$ cat config.mk
export PLATFORM = sky130hd
export DESIGN_NAME = swfc_detector
export DESIGN_NICKNAME = d
export VERILOG_FILES = /design/src/rtl/swfc_pkg.sv /design/src/rtl/swfc_char_regs.sv /design/src/rtl/swfc_matcher.sv /design/src/rtl/swfc_hold_ctrl.sv /design/src/rtl/swfc_detector.sv
export SDC_FILE = /design/constraint.sdc
export NUM_CORES = 1
export LEC_CHECK = 0
export BUFFER_PORTS_ARGS = -buffer_cell sky130_fd_sc_hd__buf_2
export CORE_MARGIN = 2
export CORE_UTILIZATION = 59
export CTS_CLUSTER_SIZE = 12
export DETAILED_ROUTE_END_ITERATION = 10
export PLACE_DENSITY = 0.83
export SYNTH_ARGS = -nofsm -noshare
export SYNTH_HDL_FRONTEND = slang
export SYNTH_SLANG_ARGS = --single-unit
$ cat constraint.sdc
create_clock -name clk -period 2.6 [get_ports clk]
set_input_delay 0.52 -clock clk [delete_from_list [all_inputs] [get_ports clk]]
set_output_delay 0.52 -clock clk [all_outputs]
set_load 0.02 [all_outputs]
$ cat src/rtl/swfc_pkg.sv
package swfc_pkg;
  localparam int unsigned SWFC_NUM_CHARS = 4;
  localparam int unsigned SWFC_AW = $clog2(SWFC_NUM_CHARS);

  typedef enum logic [SWFC_AW-1:0] {
    IDX_GO1   = 2'd0,
    IDX_GO2   = 2'd1,
    IDX_STOP1 = 2'd2,
    IDX_STOP2 = 2'd3
  } swfc_idx_e;

  typedef struct packed {
    logic go;
    logic stop;
  } swfc_hit_t;
endpackage

$ cat src/rtl/swfc_char_regs.sv
module swfc_char_regs
  import swfc_pkg::*;
#(
  parameter int unsigned DATA_W = 8
) (
  input  logic                                 clk,
  input  logic                                 rst_n,
  input  logic                                 we,
  input  logic [SWFC_AW-1:0]                   addr,
  input  logic [DATA_W-1:0]                    wdata,
  output logic [SWFC_NUM_CHARS-1:0][DATA_W-1:0] chars
);
  for (genvar gi = 0; gi < SWFC_NUM_CHARS; gi++) begin : g_ch
    logic              en;
    logic [DATA_W-1:0] q;

    assign en = we && (addr == SWFC_AW'(gi));

    always_ff @(posedge clk or negedge rst_n) begin
      if (!rst_n)  q <= '0;
      else if (en) q <= wdata;
    end

    assign chars[gi] = q;


    char_write_chk: assert property (@(posedge clk) disable iff (!rst_n)
      (we && addr == SWFC_AW'(gi)) |=> (chars[gi] == $past(wdata)));
  end
endmodule

$ cat src/rtl/swfc_matcher.sv
module swfc_matcher
  import swfc_pkg::*;
#(
  parameter int unsigned DATA_W = 8
) (
  input  logic                                 clk,
  input  logic                                 rst_n,
  input  logic                                 fc_en,
  input  logic                                 dbl_mode,
  input  logic                                 rx_valid,
  input  logic [DATA_W-1:0]                    rx_data,
  input  logic [SWFC_NUM_CHARS-1:0][DATA_W-1:0] chars,
  output swfc_hit_t                            hit
);
  logic eq_go1, eq_go2, eq_stop1, eq_stop2;
  logic pend_go_q, pend_go_d, pend_stop_q, pend_stop_d;

  assign eq_go1   = (rx_data == chars[IDX_GO1]);
  assign eq_go2   = (rx_data == chars[IDX_GO2]);
  assign eq_stop1 = (rx_data == chars[IDX_STOP1]);
  assign eq_stop2 = (rx_data == chars[IDX_STOP2]);

  always_comb begin
    hit         = '0;
    pend_go_d   = pend_go_q;
    pend_stop_d = pend_stop_q;
    if (!fc_en || !dbl_mode) begin
      pend_go_d   = 1'b0;
      pend_stop_d = 1'b0;
      if (fc_en && rx_valid) begin
        hit.stop = eq_stop1;
        hit.go   = !eq_stop1 && eq_go1;
      end
    end else if (rx_valid) begin
      if (pend_stop_q && eq_stop2) begin
        hit.stop    = 1'b1;
        pend_go_d   = 1'b0;
        pend_stop_d = 1'b0;
      end else if (pend_go_q && eq_go2) begin
        hit.go      = 1'b1;
        pend_go_d   = 1'b0;
        pend_stop_d = 1'b0;
      end else begin
        pend_stop_d = eq_stop1;
        pend_go_d   = eq_go1;
      end
    end
  end

  always_ff @(posedge clk or negedge rst_n) begin
    if (!rst_n) begin
      pend_go_q   <= 1'b0;
      pend_stop_q <= 1'b0;
    end else begin
      pend_go_q   <= pend_go_d;
      pend_stop_q <= pend_stop_d;
    end
  end


  hit_needs_rx_chk: assert property (@(posedge clk) disable iff (!rst_n)
    (hit.go || hit.stop) |-> (rx_valid && fc_en));


  dbl_pair_chk: assert property (@(posedge clk) disable iff (!rst_n)
    (dbl_mode && (hit.go || hit.stop)) |-> (pend_go_q || pend_stop_q));
endmodule

$ cat src/rtl/swfc_hold_ctrl.sv
module swfc_hold_ctrl
  import swfc_pkg::*;
(
  input  logic      clk,
  input  logic      rst_n,
  input  logic      fc_en,
  input  swfc_hit_t hit,
  input  logic      tx_busy,
  input  logic      tx_done,
  input  logic      flag_clr,
  input  logic      irq_en,
  output logic      tx_hold,
  output logic      xoff_flag,
  output logic      irq
);
  logic susp_q, susp_d;
  logic flag_q, flag_d;
  logic hold_q, hold_d;

  always_comb begin
    susp_d = susp_q;
    if (!fc_en)        susp_d = 1'b0;
    else if (hit.stop) susp_d = 1'b1;
    else if (hit.go)   susp_d = 1'b0;

    flag_d = flag_q;
    if (hit.stop)                flag_d = 1'b1;
    else if (hit.go && susp_q)   flag_d = 1'b0;
    else if (flag_clr)           flag_d = 1'b0;

    hold_d = susp_d && (hold_q || !tx_busy || tx_done);
  end

  always_ff @(posedge clk or negedge rst_n) begin
    if (!rst_n) begin
      susp_q <= 1'b0;
      flag_q <= 1'b0;
      hold_q <= 1'b0;
    end else begin
      susp_q <= susp_d;
      flag_q <= flag_d;
      hold_q <= hold_d;
    end
  end

  assign tx_hold   = hold_q && fc_en;
  assign xoff_flag = flag_q;
  assign irq       = flag_q && irq_en;


  hold_at_boundary_chk: assert property (@(posedge clk) disable iff (!rst_n)
    $rose(hold_q) |-> $past(!tx_busy || tx_done));


  flag_from_stop_chk: assert property (@(posedge clk) disable iff (!rst_n)
    $rose(flag_q) |-> $past(hit.stop));


  resume_cause_chk: assert property (@(posedge clk) disable iff (!rst_n)
    $fell(susp_q) |-> $past(hit.go || !fc_en));


  disable_clears_chk: assert property (@(posedge clk) disable iff (!rst_n)
    !fc_en |=> !susp_q);
endmodule

$ cat src/rtl/swfc_detector.sv
module swfc_detector
  import swfc_pkg::*;
#(
  parameter int unsigned DATA_W = 8
) (
  input  logic              clk,
  input  logic              rst_n,
  input  logic              rx_valid,
  input  logic [DATA_W-1:0] rx_data,
  input  logic              cfg_we,
  input  logic [1:0]        cfg_addr,
  input  logic [DATA_W-1:0] cfg_wdata,
  input  logic              fc_en,
  input  logic              dbl_mode,
  input  logic              irq_en,
  input  logic              tx_busy,
  input  logic              tx_done,
  input  logic              flag_clr,
  output logic              tx_hold,
  output logic              xoff_flag,
  output logic              irq
);
  logic [1:0] rst_sync_q;
  logic       rst_int_n;

  always_ff @(posedge clk or negedge rst_n) begin
    if (!rst_n) rst_sync_q <= 2'b00;
    else        rst_sync_q <= {rst_sync_q[0], 1'b1};
  end
  assign rst_int_n = rst_sync_q[1];

  logic [SWFC_NUM_CHARS-1:0][DATA_W-1:0] chars;
  swfc_hit_t                             hit;

  swfc_char_regs #(.DATA_W(DATA_W)) u_regs (
    .clk   (clk),
    .rst_n (rst_int_n),
    .we    (cfg_we),
    .addr  (cfg_addr),
    .wdata (cfg_wdata),
    .chars (chars)
  );

  swfc_matcher #(.DATA_W(DATA_W)) u_match (
    .clk      (clk),
    .rst_n    (rst_int_n),
    .fc_en    (fc_en),
    .dbl_mode (dbl_mode),
    .rx_valid (rx_valid),
    .rx_data  (rx_data),
    .chars    (chars),
    .hit      (hit)
  );

  swfc_hold_ctrl u_hold (
    .clk       (clk),
    .rst_n     (rst_int_n),
    .fc_en     (fc_en),
    .hit       (hit),
    .tx_busy   (tx_busy),
    .tx_done   (tx_done),
    .flag_clr  (flag_clr),
    .irq_en    (irq_en),
    .tx_hold   (tx_hold),
    .xoff_flag (xoff_flag),
    .irq       (irq)
  );


  no_hold_without_flag_path_chk: assert property (@(posedge clk) disable iff (!rst_int_n)
    (hit.go && !tx_hold && !xoff_flag) |=> !xoff_flag);
endmodule

==> impl_metrics.toml <==
[power_and_ir_drop]
ir_drop_mv = 0.417
p_per_area_nw_per_um2 = 630
cellLeakagePower_nw = 0.936

[synth]
synth_warnings = 0
yosysTopAreaCell = "dfrtp_1"
synthArstFlopShare_pct = 100
netlist_area_um2 = 1870
yosysSeqAreaShare_pct = 52.1
syn-num-nets = 169
synth_seq_cells = 39
ys.flop_type = "dfrtp_1"
synth.distinct_cells = 25
synth_top_area_share_pct = 52.1
avgSynthCellArea_um2 = 13.3
synthCells = 141
synthTopCellsByCount = "dfrtp_1, mux2_2, xnor2_1"
synth_top_cells_by_area = "dfrtp_1, mux2_2, xnor2_1"
synth_edf_count = 0
yosysMostFrequentCell = "dfrtp_1"

[worst_setup_path]
r2r-end = "u_hold.hold_q$_DFF_PN0_"
cp.arrival_ns = 2.01
max_stage_delay_ns = 0.42
cp-start-kind = "flop"
cp-end-kind = "flop"
reg2reg_from = "u_regs.g_ch[3].q[7]$_DFFE_PN0P_"
crit_fanout = 3
path_buf_inv = 0
crit_family = "compound AO/OA/AOI/OAI gates"
slowest_stage = "dfrtp_1"
path_cells = "xor2_1, nor4_1, nand4_1, a32oi_1, o2111a_1"
worstSetupPathType = "flop to flop"
cp.required_ns = 2.90
rrSetupSlack_ns = 0.89
r2r_cells = 5

[placement]
placed_cell_area_um2 = 2090
dp_hpwl_um = 2830
io_buffers = 30
finalWeightedCongestion = 0.890

[clock_tree]
clockRootBuffer = "clkbuf_4"
clk_latency_ns = 0.35
path_clk_slew_ns = 0.11
htreeDepth = 2
numCtsBuffers = 5
cts_tree = "done"
cts_setup_buffers = 0
clock-sinks = 39
clockBufferDepth = 2

[floorplan]
core_um2 = 3030
fp.dieH_um = 60.3
io-pin-count = 31
fp.dieArea_um2 = 3640
initial_utilization_pct = 61.9
dieWidth_um = 60.3
fp-row-count = 20

[global_route]
grt_max_degree = 22
grt_pass1_vias = 1340
overflow = 0
grt_use_total_pct = 23.4
grt_pass1_wl_um = 6010
antenna_found_initial = 0

[timing]
finalWorstPathRequiredPeriod_ns = 1.71
finalSetupTns_ns = 0
min_period_over_period_pct = 65.9
setup_viol = 0
drv_slew = 0
hold_viol = 0
fmax_mhz = 584
slew_headroom_pct = 57.0
rsz0062_at_grt = "false"
fin_skew_ns = 0.0121
worstMarginPinSlew_ns = 0.645

[hold_path]
hp-class = "flop to async pin"

[route]
drt-pass1-iter-count = 4
viasPerCell = 5.37
drtAntennaViolNets = 0
drt_first_iter_violations = 34
drc = 0
wl_um = 3650
wl_per_cell_um = 16.1
via_count = 1214

[cells_and_area]
antenna_cells = 0
finish.net_count = 209
stdcell_area_um2 = 2150
fillers = 222
drive_gt1_share_pct = 41.2
areaGrowthSynthToFinish_pct = 15.0

[run_status]
status = "complete, no violations"

[flow_run]
max_cap_violations = 0
## power by group
group	total (mW)	switching (mW)	leakage (nW)	internal, mW
Clock	0.296	0.191	0.0293	0.105
Sequential	0.774	0.0714	0.472	0.702
Combinational	0.286	0.123	0.435	0.163
Total	1.36	0.386	0.936	0.971
## routing by layer
| metal | part of all wire (%) | routed length [um] | global-route usage [%] | vias to the layer above |
|---|---|---|---|---|
| li1 | - | - | - | 581 |
| met1 | 44 | 1600 | 27.8 | 600 |
| met2 | 50 | 1830 | 40.8 | 27 |
| met3 | 4.4 | 162 | 6.61 | 6 |
| met4 | 1.5 | 53 | 8.25 | 0 |
| met5 | 0 | 0 | 0 | - |
## logic make-up after synthesis
group           share of synthesized area (%)
simple gates                             9.35
other cells                             0.200
mux                                      19.2
compound gates                           3.94
flops                                    52.1
buf+inv                                 0.200
xor+xnor                                 15.0
## worst max path at each step
stage | start | endpoint | slack, ns | cells after the start
after detailed placement | rx_data[1] | u_hold.hold_q$_DFF_PN0_ | 0.65 | 6
after global routing | u_regs.g_ch[3].q[7]$_DFFE_PN0P_ | u_hold.hold_q$_DFF_PN0_ | 0.71 | 5
after CTS | u_regs.g_ch[2].q[1]$_DFFE_PN0P_ | u_hold.hold_q$_DFF_PN0_ | 0.88 | 5
final | u_regs.g_ch[3].q[7]$_DFFE_PN0P_ | u_hold.hold_q$_DFF_PN0_ | 0.89 | 5
after floorplan | rx_data[7] | u_match.pend_stop_q$_DFFE_PN0P_ | 0.99 | 5
after global placement | rx_data[5] | u_hold.hold_q$_DFF_PN0_ | 0.71 | 6
## registers in the layout, indices dropped and copies added, names as in the netlist
signal / cells
u_hold.hold_q: 1
u_hold.xoff_flag: 1
u_match.pend_go_q: 1
rst_sync_q: 2
u_hold.susp_q: 1
u_regs.g_ch.q: 32
u_match.pend_stop_q: 1
## worst reg2reg max path: stages, from the launching register on
cell	delay, ns
dfrtp_1	0.42
xor2_1	0.17
nor4_1	0.32
nand4_1	0.20
a32oi_1	0.30
o2111a_1	0.25
## repair_timing
action,CTS,global route
hold buffers,1,0
gates resized for setup,0,0
endpoints found under the hold margin,2,0
setup endpoints to repair,0,0
## metrics by stage
stage / cells / utilization (%) / hold WS, ns / power, mW / setup WS [ns]
2_1_floorplan: 141 / - / 0.224 / 0.973 / 0.993
3_3_place_gp: 217 / 69.1 / 0.272 / 1.06 / 0.714
3_5_place_dp: 217 / 69.1 / 0.287 / 1.08 / 0.650
4_1_cts: 226 / 71.1 / 0.296 / 1.37 / 0.880
5_1_grt: 226 / 71.1 / 0.336 / 1.42 / 0.709
6_report: 226 / 71.1 / 0.261 / 1.36 / 0.887
## placed cells by master, fill, tap and decap left out, types with 2 or more instances in the layout
cell      instances
nand4_1           4
dfrtp_1          39
clkbuf_1          2
clkbuf_4          5
nand3_1           3
buf_2            30
nand2_1           5
xor2_1           15
and2_1            2
nand3b_1          2
buf_4             2
nor2_1            4
xnor2_1          17
nor4_2            2
nor3_1            2
nor4_1            2
mux2_2           32
## area by class of cell
class,count,area [um^2],share of cell area (%)
Clock buffer,7,45.0,2.09
Clock inverter,1,5.00,0.232
Inverter,1,3.75,0.174
Multi-Input combinational cell,101,893,41.5
Sequential cell,39,976,45.3
Tap cell,44,55.1,2.56
Timing Repair Buffer,33,175,8.13
No activity file was read; power rests on OpenSTA's default activity.
